`src/rtl/hdlc_tx_stop_pkg.sv`:
```
package hdlc_tx_stop_pkg;
  typedef enum logic [2:0] {
    ST_RUN    = 3'd0,
    ST_GDRAIN = 3'd1,
    ST_ABORT  = 3'd2,
    ST_HALT   = 3'd3,
    ST_ARMED  = 3'd4
  } tx_state_e;

  localparam logic [7:0] ABORT_PATTERN = 8'h7F;
endpackage

```
`src/rtl/hdlc_poll_timer.sv`:
```
module hdlc_poll_timer #(
  parameter int unsigned POLL_CYCLES = 256
) (
  input  logic clk_i,
  input  logic rst_ni,
  input  logic run_i,
  input  logic tod_i,
  output logic due_o
);
  localparam int unsigned CW = (POLL_CYCLES > 1) ? $clog2(POLL_CYCLES) : 1;
  localparam logic [CW-1:0] LAST = CW'(POLL_CYCLES - 1);

  logic [CW-1:0] cnt_q;

  assign due_o = run_i && (tod_i || (cnt_q == LAST));

  always_ff @(posedge clk_i or negedge rst_ni) begin
    if (!rst_ni)       cnt_q <= '0;
    else if (!run_i)   cnt_q <= '0;
    else if (due_o)    cnt_q <= '0;
    else               cnt_q <= cnt_q + 1'b1;
  end
endmodule

```
`src/rtl/hdlc_abort_window.sv`:
```
module hdlc_abort_window #(
  parameter int unsigned ABORT_BITS = 64
) (
  input  logic clk_i,
  input  logic rst_ni,
  input  logic count_i,
  input  logic bit_i,
  output logic last_o
);
  localparam int unsigned CW = (ABORT_BITS > 1) ? $clog2(ABORT_BITS) : 1;
  localparam logic [CW-1:0] LAST = CW'(ABORT_BITS - 1);

  logic [CW-1:0] cnt_q;

  // asserted on the strobe that completes the bound
  assign last_o = count_i && bit_i && (cnt_q == LAST);

  always_ff @(posedge clk_i or negedge rst_ni) begin
    if (!rst_ni)       cnt_q <= '0;
    else if (!count_i) cnt_q <= '0;
    else if (bit_i)    cnt_q <= cnt_q + 1'b1;
  end
endmodule

```
`src/rtl/hdlc_stop_fsm.sv`:
```
module hdlc_stop_fsm
  import hdlc_tx_stop_pkg::*;
(
  input  logic      clk_i,
  input  logic      rst_ni,
  input  logic      enable_i,
  input  logic      stop_i,
  input  logic      gstop_i,
  input  logic      restart_i,
  input  logic      desc_ready_i,
  input  logic      frame_active_i,
  input  logic      poll_due_i,
  input  logic      abort_last_i,
  input  logic      gra_clr_i,
  output tx_state_e state_o,
  output logic      poll_o,
  output logic      fetch_o,
  output logic      flush_o,
  output logic      abort_o,
  output logic      gra_event_o
);
  tx_state_e state_q, state_d;
  logic poll_d, fetch_d, flush_d, abort_d, ev_set;
  logic poll_q, fetch_q, flush_q, abort_q, ev_q;

  always_comb begin
    state_d = state_q;
    poll_d  = 1'b0;
    fetch_d = 1'b0;
    flush_d = 1'b0;
    abort_d = 1'b0;
    ev_set  = 1'b0;
    unique case (state_q)
      ST_RUN: begin
        if (stop_i) begin
          if (frame_active_i) state_d = ST_ABORT;
          else begin
            state_d = ST_HALT;
            flush_d = 1'b1;
          end
        end else if (gstop_i) begin
          if (frame_active_i) state_d = ST_GDRAIN;
          else begin
            state_d = ST_HALT;
            ev_set  = 1'b1;
          end
        end else if (enable_i && !frame_active_i && poll_due_i) begin
          poll_d  = 1'b1;
          fetch_d = desc_ready_i;
        end
      end
      ST_GDRAIN: begin
        if (stop_i) begin
          if (frame_active_i) state_d = ST_ABORT;
          else begin
            state_d = ST_HALT;
            flush_d = 1'b1;
          end
        end else if (!frame_active_i) begin
          state_d = ST_HALT;
          ev_set  = 1'b1;
        end
      end
      ST_ABORT: begin
        if (!frame_active_i || abort_last_i) begin
          state_d = ST_HALT;
          abort_d = 1'b1;
          flush_d = 1'b1;
        end
      end
      ST_HALT: begin
        if (restart_i) state_d = ST_ARMED;
      end
      ST_ARMED: begin
        if (stop_i || gstop_i) state_d = ST_HALT;
        else if (desc_ready_i) begin
          state_d = ST_RUN;
          poll_d  = 1'b1;
          fetch_d = 1'b1;
        end
      end
      default: state_d = ST_HALT;
    endcase
  end

  always_ff @(posedge clk_i or negedge rst_ni) begin
    if (!rst_ni) begin
      state_q <= ST_RUN;
      poll_q  <= 1'b0;
      fetch_q <= 1'b0;
      flush_q <= 1'b0;
      abort_q <= 1'b0;
      ev_q    <= 1'b0;
    end else begin
      state_q <= state_d;
      poll_q  <= poll_d;
      fetch_q <= fetch_d;
      flush_q <= flush_d;
      abort_q <= abort_d;
      ev_q    <= ev_set | (ev_q & ~gra_clr_i);
    end
  end

  assign state_o     = state_q;
  assign poll_o      = poll_q;
  assign fetch_o     = fetch_q;
  assign flush_o     = flush_q;
  assign abort_o     = abort_q;
  assign gra_event_o = ev_q;
endmodule

```
`src/rtl/hdlc_tx_stop_ctrl.sv`:
```
module hdlc_tx_stop_ctrl
  import hdlc_tx_stop_pkg::*;
#(
  parameter int unsigned POLL_CYCLES = 256,
  parameter int unsigned ABORT_BITS  = 64
) (
  input  logic       clk_i,
  input  logic       rst_ni,
  input  logic       enable_i,
  input  logic       tod_i,
  input  logic       stop_i,
  input  logic       gstop_i,
  input  logic       restart_i,
  input  logic       desc_ready_i,
  input  logic       frame_active_i,
  input  logic       bit_sent_i,
  input  logic       idle_mode_i,
  input  logic       gra_clr_i,
  output logic       poll_o,
  output logic       fetch_o,
  output logic       fifo_flush_o,
  output logic       abort_send_o,
  output logic [7:0] abort_code_o,
  output logic       stopped_o,
  output logic       gra_event_o,
  output logic       fill_idle_o
);
  tx_state_e state;
  logic      poll_due, abort_last, tmr_run, win_count;

  assign tmr_run   = (state == ST_RUN) && enable_i && !frame_active_i;
  assign win_count = (state == ST_ABORT);

  hdlc_poll_timer #(.POLL_CYCLES(POLL_CYCLES)) u_timer (
    .clk_i  (clk_i),
    .rst_ni (rst_ni),
    .run_i  (tmr_run),
    .tod_i  (tod_i),
    .due_o  (poll_due)
  );

  hdlc_abort_window #(.ABORT_BITS(ABORT_BITS)) u_window (
    .clk_i   (clk_i),
    .rst_ni  (rst_ni),
    .count_i (win_count),
    .bit_i   (bit_sent_i),
    .last_o  (abort_last)
  );

  hdlc_stop_fsm u_fsm (
    .clk_i          (clk_i),
    .rst_ni         (rst_ni),
    .enable_i       (enable_i),
    .stop_i         (stop_i),
    .gstop_i        (gstop_i),
    .restart_i      (restart_i),
    .desc_ready_i   (desc_ready_i),
    .frame_active_i (frame_active_i),
    .poll_due_i     (poll_due),
    .abort_last_i   (abort_last),
    .gra_clr_i      (gra_clr_i),
    .state_o        (state),
    .poll_o         (poll_o),
    .fetch_o        (fetch_o),
    .flush_o        (fifo_flush_o),
    .abort_o        (abort_send_o),
    .gra_event_o    (gra_event_o)
  );

  assign stopped_o    = (state == ST_HALT) || (state == ST_ARMED);
  assign fill_idle_o  = stopped_o & idle_mode_i;
  assign abort_code_o = ABORT_PATTERN;
endmodule

```
`config.mk`:
```
export PLATFORM = sky130hd
export DESIGN_NAME = hdlc_tx_stop_ctrl
export DESIGN_NICKNAME = d
export VERILOG_FILES = /design/src/rtl/hdlc_tx_stop_pkg.sv /design/src/rtl/hdlc_poll_timer.sv /design/src/rtl/hdlc_abort_window.sv /design/src/rtl/hdlc_stop_fsm.sv /design/src/rtl/hdlc_tx_stop_ctrl.sv
export SDC_FILE = /design/constraint.sdc
export NUM_CORES = 1
export LEC_CHECK = 0
export BUFFER_PORTS_ARGS = -buffer_cell sky130_fd_sc_hd__buf_2
export CORE_UTILIZATION = 50
export CTS_CLUSTER_DIAMETER = 120
export DETAILED_ROUTE_END_ITERATION = 7
export HOLD_SLACK_MARGIN = 0.06
export PLACE_DENSITY_LB_ADDON = 0.25
export RECOVER_POWER = 50
export SLEW_MARGIN = 20
export SYNTH_ARGS = -nofsm -noshare
export SYNTH_HDL_FRONTEND = slang
export SYNTH_SLANG_ARGS = --single-unit
```
`constraint.sdc`:
```
create_clock -name clk_i -period 1.9 [get_ports clk_i]
set_input_delay 0.285 -clock clk_i [delete_from_list [all_inputs] [get_ports clk_i]]
set_output_delay 0.285 -clock clk_i [all_outputs]
set_load 0.005 [all_outputs]
```
==> impl_metrics.csv, run 1 <==
group,metric,value,unit
global_routing,grt_overflow_total,0,
logic_synthesis,synth_sequential_area_ratio,46.9,%
critical_path,ff2ff_path_depth,4,
logic_synthesis,number_of_flip_flops_and_latches_in_the_synthesized_netlist,22,
run,drv_cap,0,
logic_synthesis,synth_fa_ha_area_share,2.13,%
critical_path,worstReg2RegEnd,"u_fsm.state_o[1]$_DFFE_PN0P_",
die,core,2210,um2
die,placement_rows,17,
cells_and_area,most_frequent_standard_cell_in_the_layout_excluding_fill_and_tap_cells,"sky130_fd_sc_hd__dfrtp_1",
power,power_density,910,nW/um2
global_routing,grt_pass1_wl,3400,um
logic_synthesis,synth.distinct_cells,36,
die,die_x,50.5,um
logic_synthesis,synth_area_in_simple_gates,22.2,%
cells_and_area,final_area,1260,um2
timing,final-max-slew-violation-count,0,
outcome,outcome,"finished clean",
critical_path,worstSetupStartpointType,"register",
power,vdd.ir_drop.worst,789,uV
die,io-pin-count,27,
clock_network,cts.root.buffer_cell,"sky130_fd_sc_hd__clkbuf_4",
min_path,worst_hold_path_stage_count,2,
global_routing,pin_count_of_the_biggest_net_entering_global_routing,23,
logic_synthesis,main_combinational_cell_family_by_area_after_synthesis,"simple AND/OR/NAND/NOR gates",
timing,fmax,0.556,GHz
route,num_vias,826,
die,die_h,50.5,um
cells_and_area,layoutNonFillerInstCount,165,
timing,relSlewSlack,21.9,%
critical_path,worstPathRequired,1.62,ns
logic_synthesis,post_synthesis_compound_gate_area_fraction,9.90,%
placement,place_area,1230,um2
timing,report.final.hold_viol_count,0,
route,drt_wl_total,1920,um
cells_and_area,multiInputGateArea,541,um2
cells_and_area,share_of_final_layout_standard_cells_stronger_than_drive_strength_1,17.5,%
cells_and_area,number_of_nets_in_the_final_layout,153,
cells_and_area,layout.area.seq,551,um2
logic_synthesis,synth_xor_xnor_area_share,7.45,%
critical_path,critPathMaxFanout,11,
cells_and_area,fillerInstances,205,
clock_network,cts_repair_resize_count,0,
timing,setup_viol_count_final,0,
logic_synthesis,yosysWarningCount,0,
route,antenna_violating_nets_post_route,0,
die,initial_core_util,53.1,%
global_routing,antenna_found_initial,0,
timing,rsz0062_at_grt,"false",
critical_path,type_of_the_setup_path_with_the_least_slack,"reg2out",
critical_path,reg2reg_setup_slack,0.38,ns
logic_synthesis,synth_area_per_cell,9.71,um2
min_path,hold_path.class,"in2reg",
cells_and_area,most-common-layout-cells,"sky130_fd_sc_hd__dfrtp_1 (22), sky130_fd_sc_hd__nor2_1 (16), sky130_fd_sc_hd__buf_2 (16)",
power,p_leak,0.584,nW
global_routing,grt_pass1_vias,806,
placement,finalWeightedCongestion,0.784,
placement,sum_of_net_half_perimeters_after_detailed_placement,1420,um
timing,clock-skew-final,0.0129,ns
global_routing,track_usage,18.1,%
route,detailedRoute.firstPassIterationCount,5,
clock_network,worst_setup_hold_path_clk_slew,0.12,ns
timing,tightestPinTransition,1.17,ns
critical_path,worstReg2RegStart,"u_fsm.state_o[2]$_DFFE_PN0P_",
min_path,timing.hold.worst_endpoint,"u_fsm.gra_event_o$_DFF_PN0_",
clock_network,ctsHtreeMaxLevel,1,
route,first_iter_violations,6,
clock_network,clock_latency,0.30,ns
clock_network,cts_max_path_buffers,2,
route,drc_errors,0,
clock_network,clock_sinks,22,
logic_synthesis,synth.mux.area_fraction,1.81,%
timing,final_worst_path_period_share,94.7,%
logic_synthesis,syn_inst,121,
cells_and_area,diodes,0,
min_path,hold_path_startpoint,"gra_clr_i",
placement,placedCellCount,161,
clock_network,numCtsBuffers,3,
timing,min_period,1.80,ns
critical_path,critical_path_arrival,1.51,ns
timing,setup_total_negative_slack,0,ns
placement,placement.io_buffers,18,
critical_path,setup.worst_path.end_class,"primary output",
route,routedWlPerCell,11.6,um
clock_network,tritoncts_clock_tree,"yes",
logic_synthesis,synth.cell_area,1170,um2
cells_and_area,area_growth_from_synthesis_to_layout,7.35,%
die,fp.dieArea,2550,um2
route,vias_per_cell,5.01,
timing repair:
action,in CTS,in global routing
setup buffers,0,0
hold endpoints to repair,22,0
endpoints found under the setup margin,0,0
hold buffers,1,0
registers in the layout, indices dropped and copies added (netlist names):
name / flops
u_fsm.abort_o: 1
u_fsm.fetch_o: 1
u_fsm.flush_o: 1
u_fsm.gra_event_o: 1
u_fsm.poll_o: 1
u_fsm.state_o: 3
u_timer.cnt_q: 8
u_window.cnt_q: 6
metrics by stage:
step / util [%] / power, mW / setup slack (ns) / hold WS [ns]
2_1_floorplan: - / 0.901 / 0.519 / -0.0106
3_3_place_gp: 55.7 / 0.944 / 0.425 / 0.275
3_5_place_dp: 55.7 / 0.955 / 0.407 / 0.273
4_1_cts: 57.1 / 1.17 / 0.0865 / 0.129
5_1_grt: 57.0 / 1.23 / 0.0300 / 0.166
6_report: 57.0 / 1.15 / 0.102 / 0.143
critical path: stages (launching register included):
cell and delay, ns:
sky130_fd_sc_hd__dfrtp_1 0.52, sky130_fd_sc_hd__and3b_2 0.28, sky130_fd_sc_hd__a21o_1 0.16, sky130_fd_sc_hd__and2_1 0.14, sky130_fd_sc_hd__buf_2 0.12
synth_stat cells:
master                     instances  area, um2
sky130_fd_sc_hd__dfrtp_1          22        551
sky130_fd_sc_hd__nor2_1           16       60.1
sky130_fd_sc_hd__buf_4             8       60.1
sky130_fd_sc_hd__nand2_1           8       30.0
sky130_fd_sc_hd__xor2_1            7       61.3
sky130_fd_sc_hd__o21ai_0           5       25.0
sky130_fd_sc_hd__a21oi_1           4       20.0
sky130_fd_sc_hd__inv_1             4       15.0
sky130_fd_sc_hd__nand3_1           4       20.0
sky130_fd_sc_hd__nand4_1           4       25.0
sky130_fd_sc_hd__xnor2_1           3       26.3
sky130_fd_sc_hd__a21boi_0          2       15.0
sky130_fd_sc_hd__a21o_1            2       15.0
sky130_fd_sc_hd__and2_1            2       12.5
sky130_fd_sc_hd__and3_1            2       12.5
sky130_fd_sc_hd__buf_6             2       22.5
sky130_fd_sc_hd__conb_1            2       7.51
sky130_fd_sc_hd__ha_1              2       25.0
sky130_fd_sc_hd__nor2b_1           2       12.5
sky130_fd_sc_hd__nor3_1            2       10.0
sky130_fd_sc_hd__o211ai_1          2       15.0
sky130_fd_sc_hd__o21ai_1           2       10.0
sky130_fd_sc_hd__a21oi_2           1       8.76
sky130_fd_sc_hd__and3b_2           1       10.0
sky130_fd_sc_hd__buf_2             1       5.00
sky130_fd_sc_hd__clkbuf_1          1       3.75
sky130_fd_sc_hd__mux2_2            1       11.3
sky130_fd_sc_hd__mux2i_1           1       10.0
sky130_fd_sc_hd__nand2b_1          1       6.26
sky130_fd_sc_hd__nand3b_1          1       7.51
sky130_fd_sc_hd__nand3b_2          1       11.3
sky130_fd_sc_hd__nor3b_1           1       7.51
sky130_fd_sc_hd__nor4_4            1       21.3
sky130_fd_sc_hd__o21bai_1          1       7.51
sky130_fd_sc_hd__or3_1             1       6.26
sky130_fd_sc_hd__or4_1             1       7.51
cells by family (layout without fill, tap and decap cells):
| kind of cell | Yosys count | count (layout) |
|---|---|---|
| AOI/OAI and AO/OA | 19 | 19 |
| xor gates and xnor gates | 10 | 10 |
| adders and majority gates | 2 | 2 |
| buffers and inverters | 16 | 26 |
| DFF | 22 | 22 |
| muxes | 2 | 2 |
| other | 2 | 8 |
| and+or+nand+nor | 48 | 48 |
where the power goes:
group / internal (mW) / switching [mW] / total [mW]
Sequential: 0.524 / 0.0902 / 0.615
Clock: 0.0739 / 0.129 / 0.203
Combinational: 0.165 / 0.166 / 0.331
worst max-delay path by stage:
stage                                        end  slack (ns)  cells after the start                          from
detailed placement  u_fsm.state_o[1]$_DFFE_PN0P_        0.41                      3  u_fsm.state_o[0]$_DFFE_PN0P_
floorplan           u_fsm.state_o[1]$_DFFE_PN0P_        0.52                      5  u_fsm.state_o[1]$_DFFE_PN0P_
finish                               fill_idle_o        0.10                      4  u_fsm.state_o[1]$_DFFE_PN0P_
CTS                                  fill_idle_o        0.09                      4  u_fsm.state_o[1]$_DFFE_PN0P_
global placement    u_fsm.state_o[1]$_DFFE_PN0P_        0.43                      4  u_fsm.state_o[1]$_DFFE_PN0P_
global route                         fill_idle_o        0.03                      4  u_fsm.state_o[1]$_DFFE_PN0P_
routing by layer:
| metal | wire, um | track usage (%) |
|---|---|---|
| met2 | 938 | 30.4 |
| met4 | 16 | 5.56 |
| met1 | 875 | 22.3 |
| met3 | 90 | 5.45 |
| met5 | 0 | 0 |
area by class of cell:
cell class | count | area share [%]
Sequential cell | 22 | 43.7
Multi-Input combinational cell | 89 | 42.9
Timing Repair Buffer | 19 | 7.74
Tap cell | 28 | 2.78
Clock buffer | 3 | 1.79
Inverter | 4 | 1.19
No activity file was read; power rests on OpenSTA's default activity.
==> run 2: changes to the inputs <==
--- a/config.mk
+++ b/config.mk
@@ -12,6 +12,8 @@
 export HOLD_SLACK_MARGIN = 0.06
 export PLACE_DENSITY_LB_ADDON = 0.25
 export RECOVER_POWER = 50
+export REMOVE_ABC_BUFFERS = 1
+export SETUP_SLACK_MARGIN = 0.5
 export SLEW_MARGIN = 20
 export SYNTH_ARGS = -nofsm -noshare
 export SYNTH_HDL_FRONTEND = slang
==> impl_metrics.csv, run 2 (synthesis gave the netlist of run 1 again) <==
group,metric,value,unit
global_routing,track_usage,19.9,%
critical_path,critical_path.top_delay_family,"flip-flops",
clock_network,cts.root.buffer_cell,"sky130_fd_sc_hd__clkbuf_4",
die,core,2210,um2
timing,clock-skew-final,0.00485,ns
power,internal_power_consumption,1.05,mW
cells_and_area,most-common-layout-cells,"sky130_fd_sc_hd__dfrtp_1 (19), sky130_fd_sc_hd__buf_2 (16), sky130_fd_sc_hd__nor2_1 (15)",
timing,setup_viol_count_final,0,
clock_network,worst_setup_hold_path_clk_slew,0.13,ns
critical_path,critical_path_arrival,1.90,ns
cells_and_area,largest-register,"u_timer.cnt_q",
global_routing,grt_pass1_wl,3790,um
critical_path,critPathMaxFanout,4,
global_routing,groute.layer.met3.usage,6.36,%
clock_network,numCtsBuffers,3,
power,sequentialPowerShare,36.8,%
clock_network,ctsHtreeMaxLevel,1,
timing,layout_setup_ws,0.209,ns
placement,sum_of_net_half_perimeters_after_detailed_placement,1510,um
die,die_h,50.5,um
route,num_vias,935,
clock_network,clock_latency,0.31,ns
critical_path,timing.critical_path.slowest_stage_cell,"sky130_fd_sc_hd__dfrtp_2",
critical_path,cp_common_cell,"sky130_fd_sc_hd__buf_6",
cells_and_area,number_of_nets_in_the_final_layout,163,
run,drv_cap,0,
route,vias_per_cell,5.31,
clock_network,cts_max_path_buffers,2,
route,routedWlPerCell,14.4,um
power,power.switching_fraction,31.8,%
timing,min_period,1.69,ns
cells_and_area,diodes,0,
critical_path,worst-path-buf-inv,2,
global_routing,antenna_found_initial,0,
cells_and_area,share_of_final_layout_standard_cells_stronger_than_drive_strength_1,31.1,%
critical_path,setup.worst_path.end_class,"register",
timing,relSlewSlack,25.1,%
power,p_leak,0.660,nW
global_routing,grt_overflow_total,0,
power,vdd.ir_drop.worst,956,uV
cells_and_area,largest_reg_flops,8,
route,drt_wl_total,2530,um
min_path,hold_path.class,"in2reg",
clock_network,tritoncts_clock_tree,"yes",
critical_path,worst_path_largest_cell_delay,0.44,ns
outcome,outcome,"finished clean",
critical_path,type_of_the_setup_path_with_the_least_slack,"reg2reg",
die,fp.dieArea,2550,um2
global_routing,global_route_track_usage_on_met1,24.2,%
route,detailedRoute.firstPassIterationCount,4,
route,first_iter_violations,20,
placement,placement.io_buffers,18,
die,placement_rows,17,
power,p_comb_share,39.9,%
placement,finalWeightedCongestion,0.842,
timing,final_worst_path_period_share,89.0,%
cells_and_area,area_growth_from_synthesis_to_layout,21.4,%
global_routing,global_route.peak_usage_layer,"met2",
critical_path,worstSetupStartpointType,"register",
die,io-pin-count,27,
critical_path,worstPathRequired,2.11,ns
clock_network,clock_sinks,22,
timing,fmax,0.591,GHz
die,die_x,50.5,um
global_routing,grt_use_met2,34.4,%
global_routing,pin_count_of_the_biggest_net_entering_global_routing,23,
timing,report.final.hold_viol_count,0,
timing,final-max-slew-violation-count,0,
critical_path,crit_chain,"buf_6 > buf_6 > nor4_4 > a21oi_2 > a21boi_2 > mux2_2",
timing,rsz0062_at_grt,"true",
placement,place_worst_setup_slack,0.392,ns
route,drc_errors,0,
power,p_switching,493,uW
route,antenna_violating_nets_post_route,0,
cells_and_area,fillerInstances,174,
power,clock_power_share,23.3,%
timing,setup_total_negative_slack,0,ns
timing,tightestPinTransition,1.12,ns
power,power_density,1080,nW/um2
cells_and_area,final_core_utilization,64.5,%
global_routing,grt_pass1_vias,891,
cells_and_area,most_frequent_standard_cell_in_the_layout_excluding_fill_and_tap_cells,"sky130_fd_sc_hd__dfrtp_1",
die,initial_core_util,53.1,%
run 2: cell count changes in the layout (fill, tap and decap cells not counted), moves of 2 or more:
cell / delta
sky130_fd_sc_hd__o21ai_0: -2
sky130_fd_sc_hd__dfrtp_2: +3
sky130_fd_sc_hd__buf_6: +3
sky130_fd_sc_hd__buf_4: +7
sky130_fd_sc_hd__dfrtp_1: -3
run 2: cell type report:
type / count / area [um2] / area share (%)
Sequential cell: 22 / 554 / 38.9
Clock buffer: 3 / 22.5 / 1.58
Timing Repair Buffer: 29 / 184 / 12.9
Multi-Input combinational cell: 89 / 586 / 41.1
Inverter: 4 / 15.0 / 1.05
Tap cell: 28 / 35.0 / 2.46
Clock inverter: 1 / 30.0 / 2.11
run 2: repair_timing:
item	in CTS	in global routing
endpoints found under the hold margin	22	0
setup endpoints to repair	12	16
hold buffers	1	0
gates resized for setup	9	10
setup buffers	7	3
pin swaps	5	7
run 2: worst paths after layout:
kind | from | cells past startpoint | endpoint | slack [ns]
setup / recovery | u_fsm.state_o[1]$_DFFE_PN0P_ | 6 | u_fsm.state_o[1]$_DFFE_PN0P_ | 0.21
hold / removal | gra_clr_i | 2 | u_fsm.gra_event_o$_DFF_PN0_ | 0.13
setup reg to reg | u_fsm.state_o[1]$_DFFE_PN0P_ | 6 | u_fsm.state_o[1]$_DFFE_PN0P_ | 0.21
hold reg to reg | u_timer.cnt_q[0]$_DFF_PN0_ | 1 | u_timer.cnt_q[0]$_DFF_PN0_ | 0.50
max in group asynchronous | rst_ni | 2 | u_fsm.state_o[2]$_DFFE_PN0P_ | 0.47
min in group asynchronous | rst_ni | 2 | u_window.cnt_q[5]$_DFFE_PN0P_ | 0.69
run 2: metrics by stage:
| stage | hold WS, ns | power [mW] | std cells | cell area, um2 |
|---|---|---|---|---|
| finish | 0.132 | 1.55 | 176 | 1430 |
| global route | 0.102 | 1.63 | 176 | 1430 |
| CTS | 0.120 | 1.46 | 173 | 1360 |
| detailed placement | 0.278 | 0.960 | 161 | 1230 |
| global placement | 0.275 | 0.949 | 161 | 1230 |
| floorplan | -0.0106 | 0.836 | 115 | 1110 |
run 2: layer usage:
| metal | vias to the layer above | wire (um) |
|---|---|---|
| met5 | - | 0 |
| met2 | 36 | 1310 |
| met4 | 0 | 48 |
| met3 | 8 | 118 |
| li1 | 449 | - |
| met1 | 442 | 1050 |
run 2: power groups by stage:
| stage | combinational [mW] | clock [mW] | sequential [mW] |
|---|---|---|---|
| CTS | 0.522 | 0.369 | 0.566 |
| detailed placement | 0.336 | 0 | 0.624 |
| finish | 0.617 | 0.361 | 0.570 |
| global route | 0.666 | 0.387 | 0.576 |
| global placement | 0.328 | 0 | 0.620 |
| floorplan | 0.226 | 0 | 0.610 |
